[src/rtl/bufpgm_pkg.sv]
package bufpgm_pkg;
    localparam logic [7:0] OPC_LOAD = 8'h53;
    localparam logic [7:0] OPC_PROG = 8'h82;
    localparam logic [7:0] OPC_CMP  = 8'h60;
    localparam logic [7:0] OPC_STAT = 8'hD7;
    localparam int STAT_RDY_BIT = 7;
    localparam int STAT_DIF_BIT = 6;

    typedef enum logic [3:0] {
        ST_IDLE, ST_PLAN, ST_HDR, ST_DATA, ST_RELEASE,
        ST_POLL_OP, ST_POLL_RD, ST_POLL_EVAL, ST_NEXT, ST_FINISH
    } seq_state_e;

    typedef enum logic [1:0] {
        CK_LOAD, CK_PROG, CK_CMP
    } cmd_kind_e;
endpackage

[src/rtl/bufpgm_spi_byte.sv]
module bufpgm_spi_byte (
    input  logic       clk,
    input  logic       rst_n,
    input  logic       go,
    input  logic [7:0] tx,
    output logic       done,
    output logic [7:0] rx,
    output logic       sclk,
    output logic       mosi,
    input  logic       miso
);
    logic [7:0] sh_q;
    logic [2:0] bit_q;
    logic       active_q;

    always_ff @(posedge clk or negedge rst_n) begin
        if (!rst_n) begin
            sh_q     <= '0;
            bit_q    <= '0;
            active_q <= 1'b0;
            sclk     <= 1'b0;
            done     <= 1'b0;
            rx       <= '0;
        end else begin
            done <= 1'b0;
            if (go) begin
                sh_q     <= tx;
                bit_q    <= '0;
                active_q <= 1'b1;
                sclk     <= 1'b0;
            end else if (active_q) begin
                if (!sclk) begin
                    sclk <= 1'b1;
                    rx   <= {rx[6:0], miso};
                end else begin
                    sclk <= 1'b0;
                    if (bit_q == 3'd7) begin
                        active_q <= 1'b0;
                        done     <= 1'b1;
                    end else begin
                        bit_q <= bit_q + 3'd1;
                        sh_q  <= {sh_q[6:0], 1'b0};
                    end
                end
            end
        end
    end

    assign mosi = sh_q[7];

    a_r11_go_when_idle: assert property (@(posedge clk) disable iff (!rst_n)
        go |-> !active_q);
    a_r11_sclk_only_active: assert property (@(posedge clk) disable iff (!rst_n)
        sclk |-> active_q);
endmodule

[src/rtl/bufpgm_chunk_plan.sv]
module bufpgm_chunk_plan #(
    parameter int PAGE_BYTES = 264,
    parameter int PAGE_SHIFT = 9,
    parameter int PAGE_W     = 12,
    parameter int LEN_W      = 16
) (
    input  logic [LEN_W-1:0]      remain,
    input  logic [PAGE_W-1:0]     page,
    input  logic [PAGE_SHIFT-1:0] off,
    output logic [LEN_W-1:0]      clen,
    output logic                  partial,
    output logic [23:0]           byte_addr,
    output logic [23:0]           page_addr
);
    localparam logic [LEN_W-1:0] PAGE_LEN = LEN_W'(PAGE_BYTES);

    logic [LEN_W-1:0] room;

    always_comb begin
        room      = PAGE_LEN - LEN_W'(off);
        clen      = (remain < room) ? remain : room;
        partial   = (clen != PAGE_LEN);
        byte_addr = 24'({page, off});
        page_addr = 24'({page, {PAGE_SHIFT{1'b0}}});
    end
endmodule

[src/rtl/bufpgm_poll_timer.sv]
module bufpgm_poll_timer #(
    parameter int TIMEOUT_CYC = 500_000_000
) (
    input  logic clk,
    input  logic rst_n,
    input  logic clear,
    output logic expired
);
    localparam int TW = $clog2(TIMEOUT_CYC + 1);
    localparam logic [TW-1:0] LIMIT = TW'(TIMEOUT_CYC);

    logic [TW-1:0] cnt_q;

    always_ff @(posedge clk or negedge rst_n) begin
        if (!rst_n)          cnt_q <= '0;
        else if (clear)      cnt_q <= '0;
        else if (!expired)   cnt_q <= cnt_q + 1'b1;
    end

    assign expired = (cnt_q >= LIMIT);

    a_r8_expiry_sticky: assert property (@(posedge clk) disable iff (!rst_n)
        (expired && !clear) |=> expired);
endmodule

[src/rtl/bufpgm_seq.sv]
module bufpgm_seq
    import bufpgm_pkg::*;
#(
    parameter int PAGE_BYTES  = 264,
    parameter int PAGE_SHIFT  = 9,
    parameter int PAGE_W      = 12,
    parameter int LEN_W       = 16,
    parameter int TIMEOUT_CYC = 500_000_000
) (
    input  logic                  clk,
    input  logic                  rst_n,
    input  logic                  start,
    input  logic                  cfg_verify,
    input  logic [PAGE_W-1:0]     start_page,
    input  logic [PAGE_SHIFT-1:0] start_off,
    input  logic [LEN_W-1:0]      length,
    input  logic [7:0]            din_data,
    input  logic                  din_valid,
    output logic                  din_ready,
    output logic                  busy,
    output logic                  done,
    output logic                  error,
    output logic                  mismatch,
    output logic                  spi_sclk,
    output logic                  spi_cs_n,
    output logic                  spi_mosi,
    input  logic                  spi_miso
);
    localparam logic [LEN_W-1:0] PAGE_LEN = LEN_W'(PAGE_BYTES);

    seq_state_e state_q, state_d;
    cmd_kind_e  kind_q;

    logic [PAGE_W-1:0]     page_q;
    logic [PAGE_SHIFT-1:0] off_q;
    logic [LEN_W-1:0]      remain_q, clen_q, dcnt_q;
    logic [1:0]            idx_q;
    logic                  inflight_q;
    logic [7:0]            stat_q;

    logic                  eng_go, eng_done;
    logic [7:0]            eng_tx, eng_rx;
    logic [LEN_W-1:0]      plan_len;
    logic                  plan_partial;
    logic [23:0]           byte_addr, page_addr, hdr_addr;
    logic                  tmr_clear, tmr_expired;
    logic                  stat_ready, stat_diff;

    bufpgm_chunk_plan #(
        .PAGE_BYTES(PAGE_BYTES), .PAGE_SHIFT(PAGE_SHIFT),
        .PAGE_W(PAGE_W), .LEN_W(LEN_W)
    ) i_plan (
        .remain(remain_q), .page(page_q), .off(off_q),
        .clen(plan_len), .partial(plan_partial),
        .byte_addr(byte_addr), .page_addr(page_addr)
    );

    bufpgm_poll_timer #(.TIMEOUT_CYC(TIMEOUT_CYC)) i_timer (
        .clk(clk), .rst_n(rst_n), .clear(tmr_clear), .expired(tmr_expired)
    );

    bufpgm_spi_byte i_eng (
        .clk(clk), .rst_n(rst_n), .go(eng_go), .tx(eng_tx),
        .done(eng_done), .rx(eng_rx),
        .sclk(spi_sclk), .mosi(spi_mosi), .miso(spi_miso)
    );

    assign stat_ready = stat_q[STAT_RDY_BIT];
    assign stat_diff  = stat_q[STAT_DIF_BIT];
    assign tmr_clear  = (state_q == ST_RELEASE);
    assign hdr_addr   = (kind_q == CK_PROG) ? byte_addr : page_addr;

    // State register
    always_ff @(posedge clk or negedge rst_n) begin
        if (!rst_n) state_q <= ST_IDLE;
        else        state_q <= state_d;
    end

    // Next-state logic
    always_comb begin
        state_d = state_q;
        unique case (state_q)
            ST_IDLE:
                if (start) state_d = (length == '0) ? ST_FINISH : ST_PLAN;
            ST_PLAN:
                state_d = ST_HDR;
            ST_HDR:
                if (inflight_q && eng_done && idx_q == 2'd3)
                    state_d = (kind_q == CK_PROG) ? ST_DATA : ST_RELEASE;
            ST_DATA:
                if (inflight_q && eng_done && dcnt_q == clen_q - 1'b1)
                    state_d = ST_RELEASE;
            ST_RELEASE:
                state_d = ST_POLL_OP;
            ST_POLL_OP:
                if (inflight_q && eng_done) state_d = ST_POLL_RD;
            ST_POLL_RD:
                if (inflight_q && eng_done) state_d = ST_POLL_EVAL;
            ST_POLL_EVAL:
                if (stat_ready) begin
                    unique case (kind_q)
                        CK_LOAD: state_d = ST_HDR;
                        CK_PROG: state_d = cfg_verify ? ST_HDR : ST_NEXT;
                        CK_CMP:  state_d = stat_diff ? ST_FINISH : ST_NEXT;
                        default: state_d = ST_FINISH;
                    endcase
                end else begin
                    state_d = tmr_expired ? ST_FINISH : ST_POLL_OP;
                end
            ST_NEXT:
                state_d = (remain_q == clen_q) ? ST_FINISH : ST_PLAN;
            ST_FINISH:
                state_d = ST_IDLE;
            default:
                state_d = ST_IDLE;
        endcase
    end

    // Outputs toward the byte engine and the stream
    always_comb begin
        eng_go    = 1'b0;
        eng_tx    = 8'h00;
        din_ready = 1'b0;
        unique case (state_q)
            ST_HDR: begin
                eng_go = !inflight_q;
                unique case (idx_q)
                    2'd0: eng_tx = (kind_q == CK_LOAD) ? OPC_LOAD :
                                   (kind_q == CK_PROG) ? OPC_PROG : OPC_CMP;
                    2'd1: eng_tx = hdr_addr[23:16];
                    2'd2: eng_tx = hdr_addr[15:8];
                    default: eng_tx = hdr_addr[7:0];
                endcase
            end
            ST_DATA: begin
                eng_go    = !inflight_q && din_valid;
                din_ready = eng_go;
                eng_tx    = din_data;
            end
            ST_POLL_OP: begin
                eng_go = !inflight_q;
                eng_tx = OPC_STAT;
            end
            ST_POLL_RD: begin
                eng_go = !inflight_q;
                eng_tx = 8'h00;
            end
            default: ;
        endcase
    end

    // Datapath registers
    always_ff @(posedge clk or negedge rst_n) begin
        if (!rst_n) begin
            page_q     <= '0;
            off_q      <= '0;
            remain_q   <= '0;
            clen_q     <= '0;
            dcnt_q     <= '0;
            idx_q      <= '0;
            kind_q     <= CK_LOAD;
            inflight_q <= 1'b0;
            stat_q     <= '0;
            spi_cs_n   <= 1'b1;
            done       <= 1'b0;
            error      <= 1'b0;
            mismatch   <= 1'b0;
        end else begin
            done     <= (state_q == ST_FINISH);
            spi_cs_n <= !(state_d inside {ST_HDR, ST_DATA, ST_POLL_OP, ST_POLL_RD});
            if (eng_go)        inflight_q <= 1'b1;
            else if (eng_done) inflight_q <= 1'b0;
            unique case (state_q)
                ST_IDLE: if (start) begin
                    page_q   <= start_page;
                    off_q    <= start_off;
                    remain_q <= length;
                    error    <= 1'b0;
                    mismatch <= 1'b0;
                end
                ST_PLAN: begin
                    clen_q <= plan_len;
                    kind_q <= plan_partial ? CK_LOAD : CK_PROG;
                    idx_q  <= '0;
                end
                ST_HDR: if (inflight_q && eng_done) begin
                    idx_q  <= idx_q + 2'd1;
                    dcnt_q <= '0;
                end
                ST_DATA: if (inflight_q && eng_done) dcnt_q <= dcnt_q + 1'b1;
                ST_POLL_RD: if (inflight_q && eng_done) stat_q <= eng_rx;
                ST_POLL_EVAL: begin
                    idx_q <= '0;
                    if (stat_ready) begin
                        if (kind_q == CK_LOAD) kind_q <= CK_PROG;
                        else if (kind_q == CK_PROG && cfg_verify) kind_q <= CK_CMP;
                        else if (kind_q == CK_CMP && stat_diff) begin
                            error    <= 1'b1;
                            mismatch <= 1'b1;
                        end
                    end else if (tmr_expired) begin
                        error <= 1'b1;
                    end
                end
                ST_NEXT: begin
                    remain_q <= remain_q - clen_q;
                    page_q   <= page_q + 1'b1;
                    off_q    <= '0;
                end
                default: ;
            endcase
        end
    end

    assign busy = (state_q != ST_IDLE);

    a_r2_chunk_fits: assert property (@(posedge clk) disable iff (!rst_n)
        (state_q == ST_PLAN) |-> (plan_len != '0 && plan_len <= PAGE_LEN));
    a_r4_cs_low_in_data: assert property (@(posedge clk) disable iff (!rst_n)
        (state_q == ST_DATA) |-> !spi_cs_n);
    a_r5_cs_high_between_polls: assert property (@(posedge clk) disable iff (!rst_n)
        (state_q == ST_POLL_EVAL) |-> spi_cs_n);
    a_r6_mismatch_is_error: assert property (@(posedge clk) disable iff (!rst_n)
        mismatch |-> error);
    a_r9_done_single: assert property (@(posedge clk) disable iff (!rst_n)
        done |=> !done);
    a_r10_ready_with_cs: assert property (@(posedge clk) disable iff (!rst_n)
        din_ready |-> !spi_cs_n);
    a_r11_sclk_idle_low: assert property (@(posedge clk) disable iff (!rst_n)
        spi_cs_n |-> !spi_sclk);
endmodule

[config.mk]
export PLATFORM = sky130hd
export DESIGN_NAME = bufpgm_seq
export DESIGN_NICKNAME = d
export VERILOG_FILES = /design/src/rtl/bufpgm_pkg.sv /design/src/rtl/bufpgm_spi_byte.sv /design/src/rtl/bufpgm_chunk_plan.sv /design/src/rtl/bufpgm_poll_timer.sv /design/src/rtl/bufpgm_seq.sv
export SDC_FILE = /design/constraint.sdc
export NUM_CORES = 1
export LEC_CHECK = 0
export ABC_AREA = 1
export CORE_UTILIZATION = 40
export CTS_CLUSTER_DIAMETER = 30
export DETAILED_ROUTE_END_ITERATION = 6
export DONT_BUFFER_PORTS = 1
export GPL_TIMING_DRIVEN = 0
export PLACE_DENSITY = 0.59
export SYNTH_ARGS = -nofsm -noshare
export SYNTH_HDL_FRONTEND = slang
export SYNTH_SLANG_ARGS = --single-unit
[constraint.sdc]
create_clock -name clk -period 3 [get_ports clk]
set_input_delay 0.75 -clock clk [delete_from_list [all_inputs] [get_ports clk]]
set_output_delay 0.75 -clock clk [all_outputs]
set_load 0.01 [all_outputs]
==> impl_metrics.toml, run 1 <==
[run_status]
outcome = "finished clean"

[routing]
drt_iter0_drc = 563
vias = 8481
wire_per_inst_um = 16.2
drt_first_pass_iters = 5
postRouteAntennaNets = 0
drt_wl_total_um = 25700
drc_errors = 0
viasPerCell = 5.34

[final_layout]
final_cell_area_mm2 = 0.0105
layout_commonest_cell = "nand2_1"
nNetsFinal = 1391
area_growth_pct = 14.9
antenna_cells = 0
utilization = 0.474
drive_gt1_frac = 0.118
layout_common_cells = "274 x nand2_1, 165 x inv_1, 134 x dfrtp_1"

[yosys]
synthCells = 1257
synthDominantCellAreaShare = 0.368
async_reset_ff_frac = 1.00
synth_nets = 1352
netlist_area_mm2 = 0.00911
avgSynthCellArea_um2 = 7.25
synth_top_cell_by_area = "dfrtp_1"
synth_cell_type_count = 51
synth_edf_count = 0
yosysSeqAreaShare = 0.371
synth.area.top_cells = "dfrtp_1 37%, nand2_1 12%, inv_1 7.0%"
synth_ff_type = "dfrtp_1"
synth_seq_cells = 135
yosysWarnings = 0

[pwr]
clockPowerShare = 0.197
p_seq_frac = 0.270
finalPower_mw = 11.0
swShare = 0.472
p_sw_mw = 5.18
power_density_mw_per_mm2 = 1050
ir_drop_mv = 0.445
cellLeakagePower_nw = 4.93
p_int_mw = 5.79
combPwrFrac = 0.533

[sta]
timing.final.ws_setup_ns = 0.0592
setup_viol = 0
fin_skew_ns = 0.0128
worst_pin_slew_ns = 1.04
setup_tns_ns = 0
slew_headroom = 0.303
post-route-period-util = 0.980
finalHoldViolCount = 0
maxSlewViolCount = 0
grt_setup_unrepaired = "true"
fmax_mhz = 340
layout_min_cycle_time_ns = 2.94

[setup_path]
r2r_end = "kind_q[0]"
end_kind = "flop"
crit_type = "flop to flop"
r2r_setup_slack_ns = 0.06
r2r-start = "off_q[2]"
cp.required_ns = 3.36
worstPathArrival_ns = 3.30
path_max_fanout = 10
crit_path_start_kind = "flop"
r2r_cells = 22

[placement]
gp_congestion = 0.898
dp_slack_ns = -0.352
hpwlAfterDp_um = 19100
io_buffers = 0
dpl_cell_area_mm2 = 0.00946

[global_routing]
grt_usage = 0.225
grt_pass1_wl_um = 41600
grt_start_max_net_pins = 129
grt-ovfl-total = 0
antenna_found_initial = 0
grt_pass1_vias = 8045

[die]
core_mm2 = 0.0221
die_w_um = 153
die_area_mm2 = 0.0234
row_count = 54
initial_core_util = 0.412
die_y_um = 153
io_pins = 59

[clock_tree]
clock_sinks = 135
cts-root-buf = "clkbuf_16"
numCtsBuffers = 17
cts_max_level = 4
cts_max_path_buffers = 2
clk_latency_ns = 0.44
cts.clk_slew.worst_paths_ns = 0.07
cts_tree = "built"

[min_path]
min_path_type = "primary input to asynchronous set/reset pin"

[job]
cap_violations = 0
-- final cells by class --
| cell class | instances | area (µm²) |
|---|---|---|
| Fill cell | 2222 | 11600 |
| Multi-Input combinational cell | 913 | 5150 |
| Sequential cell | 135 | 3380 |
| Inverter | 184 | 693 |
| Clock buffer | 17 | 425 |
| Tap cell | 280 | 350 |
| Timing Repair Buffer | 20 | 179 |
| Clock inverter | 15 | 170 |
| Buffer | 25 | 124 |
-- Yosys cell counts, types with 16 or more instances --
master	count
nand2_1	287
a21oi_1	78
o21ai_0	94
nor3_1	28
dfrtp_1	134
nand3_1	84
xor2_1	33
ha_1	43
clkbuf_1	16
nor2_1	106
inv_1	169
nor4_1	18
-- routing by layer --
metal	global-route usage	vias to the layer above	wire, µm	share of wire
met1	0.298	3990	11800	0.46
met5	0	-	0	0
met3	0.0360	31	1410	0.055
met4	0.0688	0	371	0.014
met2	0.377	226	12100	0.47
li1	-	4234	-	-
-- worst max-delay path, cell delays in order (launching register included) --
cell	delay, ns
dfrtp_1	0.41
inv_2	0.12
nand3_4	0.10
nand2_4	0.07
nand2_4	0.06
nor3_4	0.23
nor2_4	0.08
inv_4	0.10
ha_1	0.25
nand2_1	0.07
inv_1	0.05
nand3_2	0.09
inv_1	0.08
a21oi_4	0.20
nand2_2	0.11
buf_6	0.15
nand2_1	0.08
nand2_2	0.07
nor2_2	0.10
nand2_1	0.06
nor2_1	0.13
nand2_1	0.12
a21oi_2	0.13
-- registers in the layout (all words and copies together) (netlist names), 2 cells and up --
signal and count:
stat_q 2, page_q 12, kind_q 2, state_q 4, i_eng.sh_q 8, i_eng.rx 8
clen_q 16, i_eng.bit_q 3, off_q 9, idx_q 2, dcnt_q 16, i_timer.cnt_q 29
remain_q 16
-- per-stage QoR --
stage / std cells / hold slack (ns)
6_report: 1589 / 0.0145
5_1_grt: 1589 / 0.000273
4_1_cts: 1575 / 0.00155
3_5_place_dp: 1537 / 0.466
3_3_place_gp: 1537 / 0.459
2_1_floorplan: 1257 / 0.445
-- how the worst max path moves through the flow --
stage | slack (ns) | start | cells past startpoint | to
after global placement | -0.32 | off_q[0] | 21 | kind_q[0]
after global routing | -0.09 | off_q[1] | 21 | kind_q[0]
after detailed placement | -0.35 | off_q[0] | 21 | kind_q[0]
final | 0.06 | off_q[2] | 22 | kind_q[0]
after CTS | 0.002 | off_q[0] | 21 | kind_q[0]
after floorplan | 0.39 | off_q[0] | 22 | kind_q[0]
-- power groups by stage --
stage          Clock, mW  Combinational [mW]  Sequential (mW)
6_report            2.16                5.85             2.96
5_1_grt             2.27                6.60             3.04
4_1_cts             2.20                5.26             2.93
3_5_place_dp           0                5.08             2.95
3_3_place_gp           0                5.02             2.95
2_1_floorplan          0                4.02             2.79
-- repair_timing --
| item | 4_1_cts | 5_1_grt |
|---|---|---|
| endpoints found under the setup margin | 6 | 10 |
| cloned | 0 | 1 |
| pin swaps | 6 | 22 |
| hold endpoints to repair | 8 | 1 |
| buffers inserted | 5 | 11 |
| resized for setup | 15 | 44 |
| hold buffers | 1 | 2 |
-- cell families after synthesis --
kind of cell | after synthesis | synth area share
adders and majority gates | 44 | 0.0612
buffers and inverters | 209 | 0.0876
and+or+nand+nor | 583 | 0.289
xor gates and xnor gates | 45 | 0.0433
AOI/OAI and AO/OA | 241 | 0.148
DFF | 135 | 0.371
No activity file was read; power rests on OpenSTA's default activity.
==> inputs of run 2 (changes only) <==
--- a/config.mk
+++ b/config.mk
@@ -6,12 +6,12 @@
 export NUM_CORES = 1
 export LEC_CHECK = 0
 export ABC_AREA = 1
-export CORE_UTILIZATION = 40
+export CORE_UTILIZATION = 55
 export CTS_CLUSTER_DIAMETER = 30
 export DETAILED_ROUTE_END_ITERATION = 6
 export DONT_BUFFER_PORTS = 1
 export GPL_TIMING_DRIVEN = 0
-export PLACE_DENSITY = 0.59
+export PLACE_DENSITY = 0.75
 export SYNTH_ARGS = -nofsm -noshare
 export SYNTH_HDL_FRONTEND = slang
 export SYNTH_SLANG_ARGS = --single-unit
==> impl_metrics.toml, run 2 (same netlist as run 1, synthesis figures left out) <==
[run_status]
outcome = "finished clean"

[pwr]
finalPower_mw = 10.7
ir_drop_mv = 0.635
power_density_mw_per_mm2 = 1040
cellLeakagePower_nw = 4.84

[clock_tree]
cts_max_path_buffers = 2
cts_max_level = 4
numCtsBuffers = 17
clk_latency_ns = 0.43
clock_sinks = 135
cts_tree = "built"
cts-root-buf = "clkbuf_16"
cts.clk_slew.worst_paths_ns = 0.07

[sta]
setup_tns_ns = 0
finalHoldViolCount = 0
fin_skew_ns = 0.00919
setup_viol = 0
layout_min_cycle_time_ns = 2.96
maxSlewViolCount = 0
worst_pin_slew_ns = 0.946
slew_headroom = 0.365
whs_ns = 0.0190
fmax_mhz = 338
post-route-period-util = 0.986

[setup_path]
path_max_fanout = 5
end_kind = "flop"
crit_type = "flop to flop"
crit_path_start_kind = "flop"
worstPathArrival_ns = 3.32
cp.required_ns = 3.36

[routing]
drt_iter0_drc = 675
drc_errors = 0
drt_wl_total_um = 23900
drt_first_pass_iters = 5
wire_per_inst_um = 15.8
viasPerCell = 5.59
vias = 8471
postRouteAntennaNets = 0

[placement]
io_buffers = 0
hpwlAfterDp_um = 17600
dpl.cell_count = 1473
gp_congestion = 0.975

[die]
die_y_um = 131
row_count = 46
initial_core_util = 0.570
die_area_mm2 = 0.0171
core_mm2 = 0.0160
io_pins = 59
die_w_um = 131

[final_layout]
nNetsFinal = 1382
utilization = 0.639
area_growth_pct = 12.1
final_cells = 1516
layout_commonest_cell = "nand2_1"
antenna_cells = 0
largest_register = "i_timer.cnt_q"
drive_gt1_frac = 0.108
largest_reg_flops = 29
layout_common_cells = "279 x nand2_1, 164 x inv_1, 134 x dfrtp_1"

[global_routing]
grt-ovfl-total = 0
grt_usage = 0.291
grt_start_max_net_pins = 136
grt_pass1_vias = 7799
grt_pass1_wl_um = 38300
antenna_found_initial = 0

[job]
cap_violations = 0

[min_path]
min_path_type = "primary input to asynchronous set/reset pin"
[run 2: power breakdown]
part | internal [mW] | switching [mW] | total, mW
sequential | 2.38 | 0.599 | 2.98
clock | 1.09 | 0.931 | 2.02
combinational | 2.14 | 3.54 | 5.68
total | 5.60 | 5.07 | 10.7
[run 2: layer usage]
layer	vias up	track usage	wire, µm	share of wire
li1	4218	-	-	-
met1	3951	0.394	10900	0.46
met2	267	0.465	11000	0.46
met3	35	0.0692	1530	0.064
met4	0	0.0845	395	0.017
met5	-	0	0	0
[run 2: worst paths after layout]
path                           startpoint              to  slack, ns  cells after the start
setup / recovery                 off_q[0]       kind_q[0]       0.04                     21
min in group clk             start_off[7]        off_q[7]       0.44                      2
max in group asynchronous           rst_n      dcnt_q[15]       2.33                      1
hold / removal                      rst_n      dcnt_q[12]       0.02                      0
hold reg to reg            i_eng.bit_q[1]  i_eng.bit_q[1]       0.48                      2
setup reg to reg                 off_q[0]       kind_q[0]       0.04                     21
[run 2: worst max-delay path, cell delays in order (launching register included)]
cell and delay, ns:
dfrtp_1 0.39, inv_2 0.12, ha_4 0.16, nand2_1 0.07, nand2_2 0.09, nand3_2 0.10, nor2_2 0.14, nand2_2 0.07
xor2_2 0.16, ha_1 0.20, a21oi_2 0.15, o21ai_2 0.08, a21oi_4 0.21, nand2_4 0.08, buf_4 0.16, nand2_1 0.07
nand2_1 0.07, nor2_1 0.10, nand2_1 0.06, nor2_1 0.10, nand2_1 0.13, a21oi_2 0.16
[run 2: area by class of cell]
type / instances / area [µm²]
inverters: 184 / 696
plain buffers: 25 / 120
repair buffers: 11 / 85.1
clock buffers: 17 / 425
multi-input cells: 913 / 5110
flip-flops and latches: 135 / 3380
fillers: 1441 / 5780
well taps: 216 / 270
clock inverters: 15 / 133
[run 2: repair_timing]
action / 4_1_cts / 5_1_grt
gates resized for setup: 4 / 44
setup endpoints to repair: 5 / 8
cloned: 0 / 1
hold buffers: 0 / 1
pin swaps: 0 / 14
buffers inserted: 0 / 9
endpoints found under the hold margin: 0 / 1
[run 2: per-stage QoR]
step / cell area, µm² / worst slack (ns)
after floorplan: 9110 / 0.386
after global placement: 9380 / -0.188
after detailed placement: 9380 / -0.148
after CTS: 9950 / 0.0106
after global routing: 10200 / -0.0648
final: 10200 / 0.0431
